File: config.mk
export PLATFORM = sky130hd
export DESIGN_NAME = fixed_pulse_gen
export DESIGN_NICKNAME = d
export VERILOG_FILES = /design/src/rtl/ppg_pkg.sv /design/src/rtl/ppg_regs.sv /design/src/rtl/ppg_presc.sv /design/src/rtl/ppg_chan.sv /design/src/rtl/fixed_pulse_gen.sv
export SDC_FILE = /design/constraint.sdc
export NUM_CORES = 1
export LEC_CHECK = 0
export CAP_MARGIN = 20
export CORE_MARGIN = 3
export CORE_UTILIZATION = 40
export CTS_CLUSTER_SIZE = 10
export DETAILED_ROUTE_END_ITERATION = 8
export DONT_BUFFER_PORTS = 1
export PLACE_DENSITY = 0.54
export SYNTH_ARGS = -nofsm -noshare
export SYNTH_HDL_FRONTEND = slang
export SYNTH_SLANG_ARGS = --single-unit
File: constraint.sdc
create_clock -name clk_i -period 5.22 [get_ports clk_i]
set_clock_uncertainty 0.2 [all_clocks]
set_input_delay 0.522 -clock clk_i [delete_from_list [all_inputs] [get_ports clk_i]]
set_output_delay 0.522 -clock clk_i [all_outputs]
set_load 0.01 [all_outputs]
File: src/rtl/ppg_pkg.sv
`timescale 1ns/1ps
package ppg_pkg;
  localparam int ADDR_CTRL  = 0;
  localparam int ADDR_TCTRL = 1;
  localparam int ADDR_PRSC  = 2;
  localparam int ADDR_IEN   = 3;
  localparam int ADDR_STAT  = 4;
  localparam int ADDR_PER0  = 8;
  localparam int CH_STRIDE  = 8;
  localparam int PW_W       = 5;
  localparam int OFS_DIS    = 0;
  localparam int OFS_PW     = 1;
  localparam int OFS_SYNC   = 6;
  localparam int N_LB       = 2;
endpackage

File: src/rtl/ppg_regs.sv
`timescale 1ns/1ps
module ppg_regs import ppg_pkg::*; #(
  parameter int NCH    = 3,
  parameter int TW     = 32,
  parameter int AW     = 4,
  parameter int DW     = 32,
  parameter int PRSC_W = 16
) (
  input  logic                         clk_i,
  input  logic                         rst_ni,
  input  logic                         we_i,
  input  logic [AW-1:0]                addr_i,
  input  logic [DW-1:0]                wdata_i,
  input  logic [NCH-1:0]               fire_i,
  output logic [NCH-1:0]               dis_o,
  output logic [NCH-1:0]               sync_o,
  output logic [NCH-1:0][PW_W-1:0]     width_o,
  output logic [NCH-1:0][TW-1:0]       period_o,
  output logic                         start_sel_o,
  output logic [N_LB-1:0]              lb_o,
  output logic [PRSC_W-1:0]            prsc_o,
  output logic [NCH-1:0]               ien_o,
  output logic [NCH-1:0]               stat_o,
  output logic                         presc_err_o
);
  logic wr_ctrl, wr_tctrl, wr_prsc, wr_ien, wr_stat, prsc_ok;
  logic [NCH-1:0] clr;

  assign wr_ctrl  = we_i && (addr_i == AW'(ADDR_CTRL));
  assign wr_tctrl = we_i && (addr_i == AW'(ADDR_TCTRL));
  assign wr_prsc  = we_i && (addr_i == AW'(ADDR_PRSC));
  assign wr_ien   = we_i && (addr_i == AW'(ADDR_IEN));
  assign wr_stat  = we_i && (addr_i == AW'(ADDR_STAT));
  assign prsc_ok  = !wdata_i[0] && (wdata_i[PRSC_W-1:0] != '0);
  assign clr      = wr_stat ? wdata_i[NCH-1:0] : '0;

  always_ff @(posedge clk_i or negedge rst_ni) begin
    if (!rst_ni) begin
      dis_o       <= '1;
      sync_o      <= '0;
      width_o     <= '0;
      period_o    <= '0;
      start_sel_o <= 1'b0;
      lb_o        <= '0;
      prsc_o      <= PRSC_W'(2);
      ien_o       <= '0;
      stat_o      <= '0;
      presc_err_o <= 1'b0;
    end else begin
      for (int n = 0; n < NCH; n++) begin
        if (wr_ctrl) begin
          dis_o[n]   <= wdata_i[CH_STRIDE*n + OFS_DIS];
          sync_o[n]  <= wdata_i[CH_STRIDE*n + OFS_SYNC];
          width_o[n] <= wdata_i[CH_STRIDE*n + OFS_PW +: PW_W];
        end
        if (we_i && (addr_i == AW'(ADDR_PER0 + n))) period_o[n] <= wdata_i[TW-1:0];
      end
      if (wr_tctrl) begin
        start_sel_o <= wdata_i[0];
        lb_o        <= wdata_i[N_LB:1];
      end
      if (wr_prsc) begin
        presc_err_o <= !prsc_ok;
        if (prsc_ok) prsc_o <= wdata_i[PRSC_W-1:0];
      end
      if (wr_ien) ien_o <= wdata_i[NCH-1:0];
      stat_o <= (stat_o & ~clr) | fire_i;
    end
  end
endmodule

File: src/rtl/ppg_presc.sv
`timescale 1ns/1ps
module ppg_presc #(
  parameter int PRSC_W = 16
) (
  input  logic              clk_i,
  input  logic              rst_ni,
  input  logic              tick_i,
  input  logic [PRSC_W-1:0] prsc_i,
  output logic              pstrobe_o
);
  logic [PRSC_W-1:0] cnt_q;
  logic              wrap;

  // >= keeps the counter bounded when the divisor shrinks mid-count
  assign wrap      = (cnt_q >= prsc_i - PRSC_W'(1));
  assign pstrobe_o = tick_i && wrap;

  always_ff @(posedge clk_i or negedge rst_ni) begin
    if (!rst_ni)     cnt_q <= '0;
    else if (tick_i) cnt_q <= wrap ? '0 : cnt_q + PRSC_W'(1);
  end
endmodule

File: src/rtl/ppg_chan.sv
`timescale 1ns/1ps
module ppg_chan import ppg_pkg::*; #(
  parameter int TW = 32
) (
  input  logic            clk_i,
  input  logic            rst_ni,
  input  logic            dis_i,
  input  logic            sync_i,
  input  logic [PW_W-1:0] width_i,
  input  logic [TW-1:0]   period_i,
  input  logic            start_sel_i,
  input  logic [TW-1:0]   time_i,
  input  logic            tick_i,
  input  logic            pstrobe_i,
  output logic            pulse_o,
  output logic            fire_o
);
  logic            armed_q;
  logic [TW-1:0]   tgt_q, diff;
  logic [PW_W-1:0] cnt_q;
  logic            due, step;

  // signed distance tolerates time wrap-around
  assign diff   = time_i - tgt_q;
  assign due    = armed_q && !diff[TW-1];
  assign fire_o = !dis_i && tick_i && due;
  assign step   = sync_i ? pstrobe_i : 1'b1;

  always_ff @(posedge clk_i or negedge rst_ni) begin
    if (!rst_ni) begin
      armed_q <= 1'b0;
      tgt_q   <= '0;
      cnt_q   <= '0;
      pulse_o <= 1'b0;
    end else if (dis_i) begin
      armed_q <= 1'b0;
      cnt_q   <= '0;
      pulse_o <= 1'b0;
    end else if (tick_i) begin
      if (!armed_q) begin
        if (!start_sel_i || pstrobe_i) begin
          armed_q <= 1'b1;
          tgt_q   <= time_i + period_i;
        end
      end else if (due) begin
        pulse_o <= 1'b1;
        cnt_q   <= width_i;
        tgt_q   <= tgt_q + period_i;
      end else if (pulse_o && step) begin
        if (cnt_q == '0) pulse_o <= 1'b0;
        else             cnt_q   <= cnt_q - PW_W'(1);
      end
    end
  end
endmodule

File: src/rtl/fixed_pulse_gen.sv
`timescale 1ns/1ps
module fixed_pulse_gen import ppg_pkg::*; #(
  parameter int NCH    = 3,
  parameter int TW     = 32,
  parameter int AW     = 4,
  parameter int DW     = 32,
  parameter int PRSC_W = 16
) (
  input  logic              clk_i,
  input  logic              rst_ni,
  input  logic [TW-1:0]     time_i,
  input  logic              tick_i,
  input  logic              reg_we_i,
  input  logic [AW-1:0]     reg_addr_i,
  input  logic [DW-1:0]     reg_wdata_i,
  output logic [NCH-1:0]    pulse_o,
  output logic [NCH-1:0]    evt_o,
  output logic [N_LB-1:0]   trig_lb_o,
  output logic              presc_err_o
);
  localparam int MAX_CH = DW / CH_STRIDE;
  if (NCH > MAX_CH || NCH < N_LB || TW > DW || PRSC_W > DW) begin : g_bad_cfg
    $error("fixed_pulse_gen: unsupported parameter set");
  end

  logic [NCH-1:0]           dis, sync, ien, stat, fire;
  logic [NCH-1:0][PW_W-1:0] width;
  logic [NCH-1:0][TW-1:0]   period;
  logic                     start_sel, pstrobe;
  logic [N_LB-1:0]          lb;
  logic [PRSC_W-1:0]        prsc;

  ppg_regs #(.NCH(NCH), .TW(TW), .AW(AW), .DW(DW), .PRSC_W(PRSC_W)) u_regs (
    .clk_i, .rst_ni,
    .we_i(reg_we_i), .addr_i(reg_addr_i), .wdata_i(reg_wdata_i),
    .fire_i(fire),
    .dis_o(dis), .sync_o(sync), .width_o(width), .period_o(period),
    .start_sel_o(start_sel), .lb_o(lb), .prsc_o(prsc),
    .ien_o(ien), .stat_o(stat), .presc_err_o(presc_err_o)
  );

  ppg_presc #(.PRSC_W(PRSC_W)) u_presc (
    .clk_i, .rst_ni, .tick_i, .prsc_i(prsc), .pstrobe_o(pstrobe)
  );

  for (genvar n = 0; n < NCH; n++) begin : g_ch
    ppg_chan #(.TW(TW)) u_ch (
      .clk_i, .rst_ni,
      .dis_i(dis[n]), .sync_i(sync[n]), .width_i(width[n]), .period_i(period[n]),
      .start_sel_i(start_sel), .time_i, .tick_i, .pstrobe_i(pstrobe),
      .pulse_o(pulse_o[n]), .fire_o(fire[n])
    );
  end

  assign evt_o     = stat & ien;
  assign trig_lb_o = pulse_o[N_LB-1:0] & lb;
endmodule

==> results_dict.tcl <==
set metrics [dict create \
    cts_root_buf "clkbuf_16" \
    maxSlewHeadroom 0.1995 \
    fmax_mhz 208.0 \
    slew_viol_final 0 \
    synth.distinct_cells 81 \
    cts-resized-gates 0 \
    internal_power_mw 6.831 \
    cp_slowest_cell "a21oi_2" \
    synthesis.nets 2317 \
    p_switching_mw 4.788 \
    fin_nets 2341 \
    antenna_found_initial 6 \
    port_buffers 0 \
    slowest_delay_ns 0.94 \
    grt_max_degree 277 \
    power_frac_seq 0.296 \
    netlist_instances 2035 \
    grt_usage 0.2174 \
    violations "hold timing" \
    grt_pass1_wl_mm 86.75 \
    detail-route-antenna-nets 0 \
    clk_pin_slew_ns 0.06 \
    insertion_delay_ns 0.55 \
    dpl.hpwl_mm 39.26 \
    p_leak_nw 9.835 \
    coreArea_mm2 0.04805 \
    async_flop_share 1.000 \
    routed_wl_mm 55.86 \
    synth_area_mm2 0.01958 \
    drt_iter0_markers 1008 \
    grt-ovfl-total 0 \
    wl_per_cell_um 20.68 \
    hold_buffers 34 \
    drcViolationCount 0 \
    p_comb_frac 0.511 \
    io_pins 81 \
    synth_edf_count 0 \
    via_per_inst 5.635 \
    crit_path_end_kind "register" \
    fin_tns_setup_ns 0 \
    synth.avg_cell_area_um2 9.622 \
    fp.dieW_um 227.2 \
    setup.worst_path.class "register to register" \
    yosys_register_bits 276 \
    start_util 0.4075 \
    holdWs_ns -0.5235 \
    cpMostUsedCell "a21o_1" \
    die-area_mm2 0.05164 \
    synth_ff_type "dfrtp_1" \
    dr.pass1.iters 6 \
    min_path_type "primary input to asynchronous set/reset pin" \
    crit_arrival_ns 4.98 \
    die_h_um 227.2 \
    power_frac_clock 0.194 \
    ys_seq_area_frac 0.3530 \
    cts_buffer_depth 3 \
    hold_violations 276 \
    place.gp.congestion 0.8613 \
    critPathRequiredTime_ns 5.40 \
    fillers 4577 \
    worst_pin_slew_ns 1.201 \
    switching_share 0.4121 \
    outcome "complete, but fails checks" \
    h-tree-depth 2 \
    yosys_warnings 0 \
    start_kind "register" \
    p_per_area_mw_per_mm2 538.0 \
    rows 80 \
    cts_setup_buffers 0 \
    cts.sinks 276 \
    num_vias 15220 \
    min_period_ns 4.807 \
    rsz0062_at_grt "no" \
    max-vdd-ir-drop_mv 0.2463 \
    grt_pass1_vias 15210 \
    syn2layout_area_growth_pct 10.29 \
    cts_buffers 35 \
    cp_max_fo 19 \
    final-setup-viol-count 0 \
    layout-drive-gt1-share 0.1582 \
    fin_crit_sh 0.9210 \
    crit_chain "nor4_1 -> nand3_1 -> nor4_1 -> xnor2_1 -> ha_1 -> a21o_1 -> a21o_1 -> a21oi_1 -> o21ai_0 -> a21oi_1 -> a21o_1 -> nor3_1 -> a21oi_2 -> a221oi_1" \
    maxCapViolCount 0 \
    total_power_mw 11.62 \
    cts_tree "yes" \
]
cells by family after synthesis:
family                     after synthesis  share of synthesized area
and+or+nand+nor                        472                     0.1155
muxes                                  249                     0.1421
adders and majority gates              210                     0.1353
xor gates and xnor gates               110                    0.04959
buffers and inverters                  212                    0.04275
DFF                                    276                     0.3530
AOI/OAI and AO/OA                      506                     0.1617
state kept, by name (all words and copies together), names as in the netlist:
| signal | count |
|---|---|
| g_ch.u_ch.pulse_o | 3 |
| u_regs.stat_o | 3 |
| u_regs.sync_o | 3 |
| u_regs.ien_o | 3 |
| u_regs.dis_o | 3 |
| u_regs.start_sel_o | 1 |
| u_regs.prsc_o | 16 |
| u_presc.cnt_q | 16 |
| u_regs.period_o | 96 |
| u_regs.width_o | 15 |
| u_regs.presc_err_o | 1 |
| u_regs.lb_o | 2 |
| g_ch.u_ch.armed_q | 3 |
| g_ch.u_ch.cnt_q | 15 |
| g_ch.u_ch.tgt_q | 96 |
power groups by stage:
| stage | logic (mW) | clock network, mW | registers, mW |
|---|---|---|---|
| floorplan | 4.80 | 0 | 3.20 |
| global route | 6.74 | 2.41 | 3.53 |
| finish | 5.93 | 2.25 | 3.43 |
| detailed placement | 5.80 | 0 | 3.46 |
| global placement | 5.69 | 0 | 3.45 |
| CTS | 5.90 | 2.33 | 3.44 |
through the flow:
stage / utilization / setup slack (ns) / instance area [um2] / hold WS [ns] / cells
after CTS: 0.4490 / 0.3091 / 21570 / -0.5499 / 2694
after detailed placement: 0.4209 / 0.3511 / 20220 / 0.04599 / 2602
after global routing: 0.4492 / 0.1045 / 21580 / -0.5591 / 2695
after global placement: 0.4209 / 0.4409 / 20220 / 0.04504 / 2602
after floorplan: - / 1.219 / 19580 / 0.02641 / 2035
final: 0.4495 / 0.4126 / 21600 / -0.5235 / 2701
worst paths after layout:
| path | start | endpoint | slack (ns) | cells past startpoint |
|---|---|---|---|---|
| setup / recovery | u_regs.prsc_o[5] | g_ch[1].u_ch.tgt_q[31] | 0.41 | 14 |
| hold / removal | rst_ni | u_presc.cnt_q[15] | -0.52 | 0 |
| setup reg to reg | u_regs.prsc_o[5] | g_ch[1].u_ch.tgt_q[31] | 0.41 | 14 |
| hold reg to reg | u_regs.stat_o[0] | u_regs.stat_o[0] | 0.28 | 2 |
| max in group asynchronous | rst_ni | u_regs.period_o[53] | 4.62 | 0 |
| min in group clk_i | tick_i | g_ch[2].u_ch.cnt_q[0] | 0.05 | 2 |
per-layer routing:
metal  track usage  vias up  part of all wire  routed length [um]
met5             0        -                 0                   0
met4       0.05789        0             0.022                1255
met3       0.03675       74             0.056                3121
met2        0.3325      321              0.43               24040
met1        0.3190     7432              0.49               27440
li1              -     7393                 -                   -
critical path: cells and delay by family, from the launching register on:
family	cells	cell delay [ns]
AO/OA/AOI/OAI	8	2.29
XOR/XNOR	1	0.17
adder cells (fa/ha/maj)	1	0.27
flip-flops	1	0.41
AND/OR/NAND/NOR	4	1.28
cell type report:
| type | instances | area, um2 | share of cell area |
|---|---|---|---|
| Multi-Input combinational cell | 1548 | 11860 | 0.5492 |
| Sequential cell | 276 | 6915 | 0.3202 |
| Clock buffer | 53 | 973.4 | 0.04508 |
| Tap cell | 615 | 769.5 | 0.03563 |
| Inverter | 149 | 559.3 | 0.02590 |
| Timing Repair Buffer | 49 | 465.4 | 0.02155 |
| Clock inverter | 5 | 36.28 | 0.001680 |
| Antenna cell | 6 | 15.01 | 0.0006952 |
placed cells by master, fill, tap and decap left out, drive strengths merged, types with 9 or more instances in the layout:
| cell type | synthesis | layout |
|---|---|---|
| dfrtp | 272 | 272 |
| mux2 | 232 | 232 |
| ha | 207 | 207 |
| nand2 | 175 | 175 |
| inv | 149 | 152 |
| o21ai | 147 | 147 |
| a21oi | 145 | 146 |
| nor2 | 96 | 96 |
| xnor2 | 59 | 59 |
| a21o | 59 | 59 |
| clkbuf | 42 | 53 |
| xor2 | 51 | 51 |
| nand3 | 49 | 49 |
| dlygate4sd3 | 0 | 34 |
| a211oi | 22 | 22 |
| nor3 | 21 | 21 |
| o21a | 20 | 20 |
| nor2b | 20 | 20 |
| mux2i | 17 | 17 |
| nand2b | 16 | 16 |
| nand4 | 15 | 15 |
| a31oi | 15 | 15 |
| buf | 20 | 15 |
| o21bai | 14 | 14 |
| o31ai | 13 | 13 |
| nor4 | 12 | 12 |
| and3 | 12 | 12 |
| and2 | 12 | 12 |
| o211ai | 10 | 10 |
| nand3b | 9 | 9 |
synth_stat cells (6+ instances only):
cell / number / area [um2]
dfrtp_1: 272 / 6807
mux2_2: 232 / 2613
ha_1: 207 / 2590
nand2_1: 175 / 656.9
inv_1: 149 / 559.3
a21oi_1: 144 / 720.7
o21ai_0: 141 / 705.7
nor2_1: 96 / 360.4
a21o_1: 58 / 435.4
xnor2_1: 58 / 508.0
xor2_1: 51 / 446.7
nand3_1: 47 / 235.2
clkbuf_1: 41 / 153.9
nor3_1: 21 / 105.1
nor2b_1: 20 / 125.1
o21a_1: 20 / 150.1
a211oi_1: 19 / 142.6
mux2i_1: 17 / 170.2
nand2b_1: 16 / 100.1
nand4_1: 15 / 93.84
a31oi_1: 14 / 87.58
o21bai_1: 14 / 105.1
o31ai_1: 13 / 97.59
and2_1: 12 / 75.07
and3_1: 12 / 75.07
nor4_1: 12 / 75.07
buf_1: 10 / 37.54
o211ai_1: 10 / 75.07
nand3b_1: 9 / 67.56
a211o_1: 8 / 70.07
a221oi_1: 6 / 52.55
a41oi_1: 6 / 52.55
buf_2: 6 / 30.03
nor3b_1: 6 / 45.04
or2_2: 6 / 37.54
Power figures use the tool's default switching activity.
